**src/rtl/crt_pkg.sv**
```systemverilog
`timescale 1ns/1ps
package crt_pkg;

  typedef enum logic [1:0] {
    MD_CAPTURE = 2'd0,
    MD_RELOAD  = 2'd1,
    MD_BAUD    = 2'd2,
    MD_RSVD    = 2'd3
  } crt_mode_e;

  // register addresses
  localparam int A_CNT_LO = 0;
  localparam int A_CNT_HI = 1;
  localparam int A_RLD_LO = 2;
  localparam int A_RLD_HI = 3;
  localparam int A_CTRL   = 4;

  // control bit positions
  localparam int CB_RUN  = 0;
  localparam int CB_EXT  = 1;
  localparam int CB_MODE = 2;
  localparam int CB_TEN  = 4;
  localparam int CB_OVF  = 5;
  localparam int CB_EXF  = 6;

  // reserved encoding behaves as capture
  function automatic crt_mode_e mode_decode(input logic [1:0] raw);
    if (raw == 2'd1) return MD_RELOAD;
    if (raw == 2'd2) return MD_BAUD;
    return MD_CAPTURE;
  endfunction

  // sticky flag update: hardware set dominates, write of 0 clears
  function automatic logic flag_next(input logic cur, input logic set,
                                     input logic wr, input logic wbit);
    if (set) return 1'b1;
    if (wr)  return cur & wbit;
    return cur;
  endfunction

endpackage

```
**src/rtl/crt_edge_det.sv**
```systemverilog
`timescale 1ns/1ps
module crt_edge_det (
  input  logic clk,
  input  logic rst_n,
  input  logic sample_en,
  input  logic pin,
  output logic fall_o
);
  logic last_q;

  always_ff @(posedge clk) begin
    if (!rst_n)         last_q <= 1'b0;
    else if (sample_en) last_q <= pin;
  end

  assign fall_o = sample_en & last_q & ~pin;
endmodule

```
**src/rtl/crt_ctrl.sv**
```systemverilog
`timescale 1ns/1ps
module crt_ctrl
  import crt_pkg::*;
#(
  parameter int BW = 8
) (
  input  logic          clk,
  input  logic          rst_n,
  input  logic          ctrl_wr,
  input  logic [BW-1:0] wdata,
  input  logic          set_ovf,
  input  logic          set_exf,
  output logic          run,
  output logic          ext_src,
  output crt_mode_e     mode,
  output logic          trig_en,
  output logic          ovf_flag,
  output logic          exf_flag,
  output logic [BW-1:0] ctrl_rd
);
  logic [1:0] mode_raw_q;
  logic       run_q, ext_q, ten_q, ovf_q, exf_q;

  always_ff @(posedge clk) begin
    if (!rst_n) begin
      run_q      <= 1'b0;
      ext_q      <= 1'b0;
      ten_q      <= 1'b0;
      mode_raw_q <= 2'd0;
      ovf_q      <= 1'b0;
      exf_q      <= 1'b0;
    end else begin
      if (ctrl_wr) begin
        run_q      <= wdata[CB_RUN];
        ext_q      <= wdata[CB_EXT];
        ten_q      <= wdata[CB_TEN];
        mode_raw_q <= wdata[CB_MODE +: 2];
      end
      ovf_q <= flag_next(ovf_q, set_ovf, ctrl_wr, wdata[CB_OVF]);
      exf_q <= flag_next(exf_q, set_exf, ctrl_wr, wdata[CB_EXF]);
    end
  end

  assign run      = run_q;
  assign ext_src  = ext_q;
  assign trig_en  = ten_q;
  assign mode     = mode_decode(mode_raw_q);
  assign ovf_flag = ovf_q;
  assign exf_flag = exf_q;

  always_comb begin
    ctrl_rd                 = '0;
    ctrl_rd[CB_RUN]         = run_q;
    ctrl_rd[CB_EXT]         = ext_q;
    ctrl_rd[CB_MODE +: 2]   = mode_raw_q;
    ctrl_rd[CB_TEN]         = ten_q;
    ctrl_rd[CB_OVF]         = ovf_q;
    ctrl_rd[CB_EXF]         = exf_q;
  end
endmodule

```
**src/rtl/crt_counter.sv**
```systemverilog
`timescale 1ns/1ps
module crt_counter #(
  parameter int BW = 8,
  localparam int CW = 2 * BW
) (
  input  logic          clk,
  input  logic          rst_n,
  input  logic [1:0]    cnt_wr,     // [0] low byte, [1] high byte
  input  logic [1:0]    rld_wr,
  input  logic [BW-1:0] wdata,
  input  logic          inc_en,
  input  logic          reload_now,
  input  logic          wrap_reload,
  input  logic          cap_now,
  output logic [CW-1:0] cnt,
  output logic [CW-1:0] rld,
  output logic          wrap_o
);
  logic [CW-1:0] cnt_q, rld_q, cnt_d, rld_d;
  logic          sw_cnt;

  function automatic logic all_ones(input logic [CW-1:0] v);
    return &v;
  endfunction

  function automatic logic [CW-1:0] bump(input logic [CW-1:0] v);
    return v + CW'(1);
  endfunction

  assign sw_cnt = |cnt_wr;
  assign wrap_o = inc_en & ~sw_cnt & ~reload_now & all_ones(cnt_q);

  always_comb begin
    cnt_d = cnt_q;
    if (sw_cnt) begin
      for (int b = 0; b < 2; b++)
        if (cnt_wr[b]) cnt_d[b*BW +: BW] = wdata;
    end else if (reload_now) begin
      cnt_d = rld_q;
    end else if (wrap_o) begin
      cnt_d = wrap_reload ? rld_q : '0;
    end else if (inc_en) begin
      cnt_d = bump(cnt_q);
    end
  end

  generate
    for (genvar g = 0; g < 2; g++) begin : g_rld
      always_comb begin
        if (rld_wr[g])    rld_d[g*BW +: BW] = wdata;
        else if (cap_now) rld_d[g*BW +: BW] = cnt_q[g*BW +: BW];
        else              rld_d[g*BW +: BW] = rld_q[g*BW +: BW];
      end
    end
  endgenerate

  always_ff @(posedge clk) begin
    if (!rst_n) begin
      cnt_q <= '0;
      rld_q <= '0;
    end else begin
      cnt_q <= cnt_d;
      rld_q <= rld_d;
    end
  end

  assign cnt = cnt_q;
  assign rld = rld_q;
endmodule

```
**src/rtl/cap_reload_timer.sv**
```systemverilog
`timescale 1ns/1ps
module cap_reload_timer
  import crt_pkg::*;
#(
  parameter int BW = 8,
  parameter int AW = 3,
  localparam int CW = 2 * BW
) (
  input  logic          clk,
  input  logic          rst_n,
  input  logic          tick_i,
  input  logic          baud_clk_i,
  input  logic          cnt_pin_i,
  input  logic          trig_pin_i,
  input  logic          wr_en_i,
  input  logic [AW-1:0] addr_i,
  input  logic [BW-1:0] wdata_i,
  output logic [BW-1:0] rdata_o,
  output logic          ovf_flag_o,
  output logic          ext_flag_o,
  output logic          baud_tick_o
);
  // named internal events
  logic          cnt_fall, trig_fall, trig_act;
  logic          cap_ev, trig_rel, wrap_ev, baud_ev;
  logic          inc_en, is_baud, is_reload, is_capture;
  logic          run, ext_src, trig_en, ctrl_wr;
  logic [1:0]    cnt_wr, rld_wr;
  logic [CW-1:0] cnt, rld;
  logic [BW-1:0] ctrl_rd;
  logic          baud_q;
  crt_mode_e     mode;

  assign cnt_wr[0] = wr_en_i && (addr_i == AW'(A_CNT_LO));
  assign cnt_wr[1] = wr_en_i && (addr_i == AW'(A_CNT_HI));
  assign rld_wr[0] = wr_en_i && (addr_i == AW'(A_RLD_LO));
  assign rld_wr[1] = wr_en_i && (addr_i == AW'(A_RLD_HI));
  assign ctrl_wr   = wr_en_i && (addr_i == AW'(A_CTRL));

  crt_edge_det u_cnt_edge (
    .clk(clk), .rst_n(rst_n), .sample_en(tick_i), .pin(cnt_pin_i), .fall_o(cnt_fall)
  );

  crt_edge_det u_trig_edge (
    .clk(clk), .rst_n(rst_n), .sample_en(tick_i), .pin(trig_pin_i), .fall_o(trig_fall)
  );

  assign is_baud    = (mode == MD_BAUD);
  assign is_reload  = (mode == MD_RELOAD);
  assign is_capture = (mode == MD_CAPTURE);

  assign inc_en   = run & (is_baud ? baud_clk_i : (tick_i & (ext_src ? cnt_fall : 1'b1)));
  assign trig_act = trig_fall & trig_en;
  assign cap_ev   = trig_act & is_capture;
  assign trig_rel = trig_act & is_reload;
  assign baud_ev  = wrap_ev & is_baud;

  crt_ctrl #(.BW(BW)) u_ctrl (
    .clk(clk), .rst_n(rst_n), .ctrl_wr(ctrl_wr), .wdata(wdata_i),
    .set_ovf(wrap_ev & ~is_baud), .set_exf(trig_act),
    .run(run), .ext_src(ext_src), .mode(mode), .trig_en(trig_en),
    .ovf_flag(ovf_flag_o), .exf_flag(ext_flag_o), .ctrl_rd(ctrl_rd)
  );

  crt_counter #(.BW(BW)) u_cnt (
    .clk(clk), .rst_n(rst_n), .cnt_wr(cnt_wr), .rld_wr(rld_wr), .wdata(wdata_i),
    .inc_en(inc_en), .reload_now(trig_rel), .wrap_reload(~is_capture),
    .cap_now(cap_ev), .cnt(cnt), .rld(rld), .wrap_o(wrap_ev)
  );

  always_ff @(posedge clk) begin
    if (!rst_n) baud_q <= 1'b0;
    else        baud_q <= baud_ev;
  end
  assign baud_tick_o = baud_q;

  always_comb begin
    case (int'(addr_i))
      A_CNT_LO: rdata_o = cnt[0  +: BW];
      A_CNT_HI: rdata_o = cnt[BW +: BW];
      A_RLD_LO: rdata_o = rld[0  +: BW];
      A_RLD_HI: rdata_o = rld[BW +: BW];
      A_CTRL:   rdata_o = ctrl_rd;
      default:  rdata_o = '0;
    endcase
  end
endmodule

```
**config.mk**
```make
export PLATFORM = sky130hd
export DESIGN_NAME = cap_reload_timer
export DESIGN_NICKNAME = d
export VERILOG_FILES = /design/src/rtl/crt_pkg.sv /design/src/rtl/crt_edge_det.sv /design/src/rtl/crt_ctrl.sv /design/src/rtl/crt_counter.sv /design/src/rtl/cap_reload_timer.sv
export SDC_FILE = /design/constraint.sdc
export NUM_CORES = 1
export LEC_CHECK = 0
export BUFFER_PORTS_ARGS = -buffer_cell sky130_fd_sc_hd__buf_2
export CORE_ASPECT_RATIO = 1.4
export CORE_MARGIN = 2
export CORE_UTILIZATION = 50
export DETAILED_ROUTE_END_ITERATION = 7
export GPL_ROUTABILITY_DRIVEN = 0
export PLACE_DENSITY = 0.69
export SYNTH_ARGS = -nofsm -noshare
export SYNTH_HDL_FRONTEND = slang
export SYNTH_SLANG_ARGS = --single-unit
```
**constraint.sdc**
```tcl
create_clock -name clk -period 3.4 [get_ports clk]
set_input_delay 0.17 -clock clk [delete_from_list [all_inputs] [get_ports clk]]
set_output_delay 0.17 -clock clk [all_outputs]
set_load 0.1 [all_outputs]
```
Word-level counts from Yosys, hierarchy flattened. Index checks and enable logic that the tools add are counted.

Register bits: 42. Input bits: 18. Output and inout port bits: 11. Word-level logic and storage cells: 99.

Add/subtract/negate cells: 1. Equal/unequal tests: 10. Multiplexer cells: 38. Bitwise operators: 21. Reductions and logical operators: 16.

Operators with widths (number): $mux W16 (5); $mux W8 (6); $pmux W8 S5 (1); $mux W1 (22); $add A16 B1 Y16 const B (1); $and A1 B1 Y1 (16); $reduce_and A16 Y1 (1); $mux W2 (4); $reduce_bool A2 Y1 (4); $eq A3 B2 Y1 const B (2); $logic_and A1 B1 Y1 (5); $not A1 Y1 (5); $eq A2 B1 Y1 const B (2); $eq A2 B2 Y1 const B (2); $ne A2 B2 Y1 const B (2); $reduce_and A2 Y1 (2); $reduce_bool A4 Y1 (1); $eq A3 B1 Y1 const B (1); $eq A3 B3 Y1 const B (1); $logic_not A3 Y1 (1); $logic_not A2 Y1 (1); $reduce_or A2 Y1 (1).

Depth between registers and ports, before layout.
Depth in word-level cells: 18. Mapped depth: 9. Depth with buffers taken out: 7.

Modules after synthesis. A second synthesis with hierarchy kept.

Cells, all modules: 361. Area, all modules: 3035.4 um^2.

By module, submodules not included: crt_counter (instances 1, cells each 249, area each 2089.5 um^2, seq. area each 640.6 um^2); cap_reload_timer (instances 1, cells each 71, area each 516.7 um^2, seq. area each 20.0 um^2); crt_ctrl (instances 1, cells each 33, area each 336.6 um^2, seq. area each 140.1 um^2); crt_edge_det (instances 2, cells each 4, area each 46.3 um^2, seq. area each 20.0 um^2).

Worst setup path before layout. Ideal clock, no wire load.

Kind: input -> output. Start: in addr_i[0]. End: out rdata_o[5]. Arrival time: 2805 ps. Data required time: 3230 ps. Slack: 425 ps. Stages on the path: 4. Buffers on the path: 1. Path through: clkbuf_1 > mux4_2 > inv_1 > o21ai_0.

Word-level cells in the longest chain between the ends: 2. Elaborated cells on any way between the ends: 6. Classes of those cells: eq/ne (4); mux (1); reduce/logical (1).

RTL lines: start, declared (line cap_reload_timer.sv:16) `input logic [AW-1:0] addr_i,`; $eq A3 B3 Y1 (tied with other cells) (line cap_reload_timer.sv:78) `case (int'(addr_i))`; $pmux W8 S5 * (line cap_reload_timer.sv:78); end, declared (line cap_reload_timer.sv:18) `output logic [BW-1:0] rdata_o,`.

Every way passes the cells marked *; elsewhere a longest branch is shown, timed or not.

Worst setup path in the final report.
Start: reg u_ctrl.ten_q (netlist: u_ctrl.trig_en). End: reg u_cnt.cnt_q[8] (netlist: u_cnt.cnt[8]).

Word-level cells in the longest chain between the ends: 8. Elaborated cells on any way between the ends: 10. Classes of those cells: mux (3); bitwise (5); reduce/logical (2).

RTL lines: start, declared (line crt_ctrl.sv:22) `logic run_q, ext_q, ten_q, ovf_q, exf_q;`; start signal, assigned (line crt_ctrl.sv:36) `ten_q <= wdata[CB_TEN];`; $and A1 B1 Y1 * (line cap_reload_timer.sv:53) `assign trig_act = trig_fall & trig_en;`; $and A1 B1 Y1 * (line cap_reload_timer.sv:55) `assign trig_rel = trig_act & is_reload;`; $not A1 Y1 (line crt_counter.sv:31) `assign wrap_o = inc_en & ~sw_cnt & ~reload_now & all_ones(cnt_q);`; $and A1 B1 Y1 (2 in series) (line crt_counter.sv:31); $mux W16 (line crt_counter.sv:40) `end else if (wrap_o) begin`; $mux W16 (line crt_counter.sv:38) `end else if (reload_now) begin`; $mux W16 (line crt_counter.sv:35) `if (sw_cnt) begin`; end signal, assigned (line crt_counter.sv:62) `cnt_q <= cnt_d;`; end, declared (line crt_counter.sv:19) `logic [CW-1:0] cnt_q, rld_q, cnt_d, rld_d;`.

Marks and branches as above. A chain may end at the register's enable or synchronous reset.

==> results.json <==
{
  "fmax_ghz": 0.3954,
  "critPathLaunchType": "flop",
  "drcViolationCount": 0,
  "r2r_slack_ns": 0.87,
  "post-cts-setup-buffers": 0,
  "grt_overflow_total": 0,
  "yosys_most_used_dff": "dfxtp_1",
  "h-tree-depth": 2,
  "p_switching_uw": 303.2,
  "io_buffer_count": 28,
  "share_seq_of_total_power_pct": 51.4,
  "yosysSeqAreaShare_pct": 28.71,
  "globalRouteMet2Util_pct": 50.72,
  "floorplan.die.width_um": 68.69,
  "post-route-period-util_pct": 74.38,
  "drtPass1Iterations": 5,
  "report.final.setup_viol": 0,
  "comb_power_share_pct": 14.3,
  "drv_cap": 0,
  "clock_power_share_pct": 34.3,
  "muxShareOfSynthArea_pct": 6.365,
  "numClockSinks": 42,
  "n_fill_cell": 555,
  "netlist_area_um2": 2929,
  "clock_insertion_delay_worst_skew_ns": 0.30,
  "final.min_clock_period_ns": 2.529,
  "critPathMaxFanout": 21,
  "postSynthCellCount": 386,
  "layer_with_the_highest_usage_after_global_routing": "met2",
  "diodes": 0,
  "finalMaxSlewViolations": 0,
  "dpl.hpwl_um": 6800,
  "leakage_nw": 1.095,
  "hold_path_class": "in -> reg",
  "area_of_the_multi_input_gates_um2": 1919,
  "clock_tree.root_cell": "clkbuf_8",
  "residual_antenna_violating_net_count_after_detailed_routing": 0,
  "status": "complete, no violations",
  "syn-mean-instance-area_um2": 7.588,
  "detail_route.vias_per_cell": 6.827,
  "num_io_pins": 29,
  "core_area_um2": 5739,
  "hold-path-cell-count": 3,
  "netlist-cell-type-count": 62,
  "initial_antenna_violation_count": 0,
  "worstSetupEndpointType": "flop",
  "criticalPathCategory": "reg -> reg",
  "synth-simple-area-share_pct": 27.98,
  "asyncSetResetFlopFracSynth_pct": 0,
  "required_ns": 3.61,
  "ff2ff_path_depth": 5,
  "critPathArrivalTime_ns": 2.74,
  "relSlewSlack_pct": 42.54,
  "postSynthRegisterBits": 42,
  "intPower_uw": 714.0,
  "register_area_um2": 840.8,
  "vdd_drop_max_mv": 0.2254,
  "rr_endpoint": "u_cnt.cnt[8]",
  "synth-edff-count": 0,
  "drt_first_iter_violations": 394,
  "arithmetic_cell_share_of_the_synthesized_area_counting_full_adders_half_adders_and_majority_gates_pct": 1.282,
  "grt_pass1_wl_um": 15720,
  "finalWirelength_um": 9833,
  "yosys_warnings": 0,
  "fin_setup_tns_ns": 0,
  "worst_r2r_startpoint": "u_ctrl.trig_en",
  "clock_tree_from_tritoncts": "built",
  "grt_util_met3_pct": 3.576,
  "grt_max_degree": 36,
  "gr-usage-met1_pct": 42.02,
  "yosys.area_share.xor_xnor_pct": 3.887,
  "unrepaired_setup_endpoints_after_global_routing": "no",
  "fin_skew_ns": 0.006941,
  "tritoncts.num_buffers": 5,
  "power.share.switching_pct": 29.81,
  "finalHoldViolCount": 0,
  "min_from": "trig_pin_i",
  "min_to": "u_trig_edge.last_q",
  "grt_pass1_vias": 3025,
  "cts_hold_repair.buffers": 0,
  "grt_usage_pct": 32.61,
  "layout.nets": 413,
  "clock_pin_slew_on_the_worst_setup_and_hold_paths_ns": 0.09,
  "power_density_nw_per_um2": 325.2,
  "area.growth.synth_to_final_pct": 6.792,
  "cts.repair.resized": 0,
  "floorplan.rows": 33,
  "dr_total_vias": 3161,
  "fp.dieArea_um2": 6495,
  "initial_core_util_pct": 51.04,
  "avgRoutedWirePerCell_um": 21.24,
  "compound_cell_area_share_of_the_yosys_netlist_pct": 26.01,
  "postSynthNetCount": 407,
  "chip_height_um": 94.56,
  "main_combinational_cell_family_by_area_after_synthesis": "simple AND/OR/NAND/NOR gates",
  "final_layout_size_suffix_gt1_share_pct": 13.23,
  "design_power_total_mw": 1.017,
  "worst-slew-pin-transition_ns": 0.8613,
  "clockBufferDepth": 2
}
## flip-flops by register name, summed over array words and instances, names as in the netlist
signal,flops
baud_tick_o,1
u_cnt.cnt,16
u_cnt.rld,16
u_cnt_edge.last_q,1
u_ctrl.exf_flag,1
u_ctrl.ext_src,1
u_ctrl.mode_raw_q,2
u_ctrl.ovf_flag,1
u_ctrl.run,1
u_ctrl.trig_en,1
u_trig_edge.last_q,1
## through the flow
stage               utilization (%)  cells  setup WS, ns  area, um^2  hold slack [ns]
finish                        54.50    463        0.8712        3128           0.1161
global route                  54.50    463        0.7113        3128           0.1585
CTS                           54.50    463        0.9466        3128           0.1179
detailed placement            52.91    455        0.9535        3037           0.4275
global placement              52.91    455         1.003        3037           0.4239
floorplan                         -    386        0.4250        2929           0.3060
## worst max path at each step
stage | start | slack (ns) | end
after floorplan | addr_i[0] | 0.42 | rdata_o[5]
after global placement | trig_pin_i | 1.00 | u_cnt.cnt[15]
after detailed placement | u_ctrl.trig_en | 0.95 | u_cnt.cnt[8]
after CTS | u_ctrl.trig_en | 0.95 | u_cnt.cnt[8]
after global routing | u_ctrl.trig_en | 0.71 | u_cnt.cnt[8]
final | u_ctrl.trig_en | 0.87 | u_cnt.cnt[8]
## final cells by class
cell class	instances	share of cell area [%]
Timing Repair Buffer	31	5.200
Multi-Input combinational cell	305	61.36
Clock buffer	7	2.760
Tap cell	70	2.800
Clock inverter	1	0.1600
Inverter	7	0.8400
Sequential cell	42	26.88
## cell usage in the layout (no fill, tap or decap), types with 3 or more instances in the layout
cell and instances:
nor3_1 4, mux2i_1 13, nand2b_1 4, ha_1 3
clkbuf_8 6, nand3_1 29, nor4_1 5, o31ai_1 9
nor2_1 47, nor2b_1 4, o22ai_1 7, o21ai_0 13
a21oi_1 29, nand2_1 52, inv_1 6, and3_1 4
a311oi_1 18, a221oi_1 3, xnor2_1 12, buf_4 3
buf_2 28, dfxtp_1 42, a21o_1 3, nand4_1 5
## cells by family (layout without fill, tap and decap cells)
| group | after synthesis | after routing |
|---|---|---|
| simple gates | 168 | 168 |
| mux | 16 | 16 |
| compound gates | 105 | 105 |
| flops | 42 | 42 |
| buf+inv | 39 | 46 |
| fa+ha+maj | 3 | 3 |
| xor+xnor | 13 | 13 |
## worst max-delay path: stages (launching register included)
cell and delay (ns):
dfxtp_1 0.36, and4b_1 0.77, nand2_1 0.45, a21oi_1 0.53
a221oi_1 0.09, a211oi_1 0.23
## cell usage after synthesis (all sizes together), types with 2 or more instances
master	instances	area (um^2)
nand2	52	195.2
nor2	47	176.4
dfxtp	42	840.8
nand3	30	155.1
a21oi	29	145.1
a311oi	18	157.7
clkbuf	18	70.07
o21ai	17	100.1
buf	14	72.57
mux2i	13	130.1
xnor2	12	105.1
o31ai	10	88.83
o22ai	7	43.79
inv	6	22.52
nand4	6	52.55
nor4	6	52.55
and3	4	25.02
nand2b	4	25.02
nor2b	4	25.02
nor3	4	20.02
a21o	3	22.52
a221oi	3	26.28
ha	3	37.54
a211oi	2	27.53
a32o	2	20.02
a32oi	2	17.52
and2	2	12.51
mux4	2	45.04
nor3b	2	20.02
o21a	2	15.01
## metal layers
metal  wire (um)  vias to the layer above
met2        4663                      203
li1            -                     1428
met4         507                        0
met1        3876                     1490
met5           0                        -
met3         786                       40
## power by group through the flow
stage                     clock network, mW  logic (mW)  registers, mW
after floorplan                           0       0.103          0.524
after global placement                    0       0.139          0.533
after detailed placement                  0       0.142          0.533
after CTS                             0.344       0.142          0.522
after global routing                  0.361       0.155          0.524
final                                 0.349       0.146          0.523
Power figures use the tool's default switching activity.
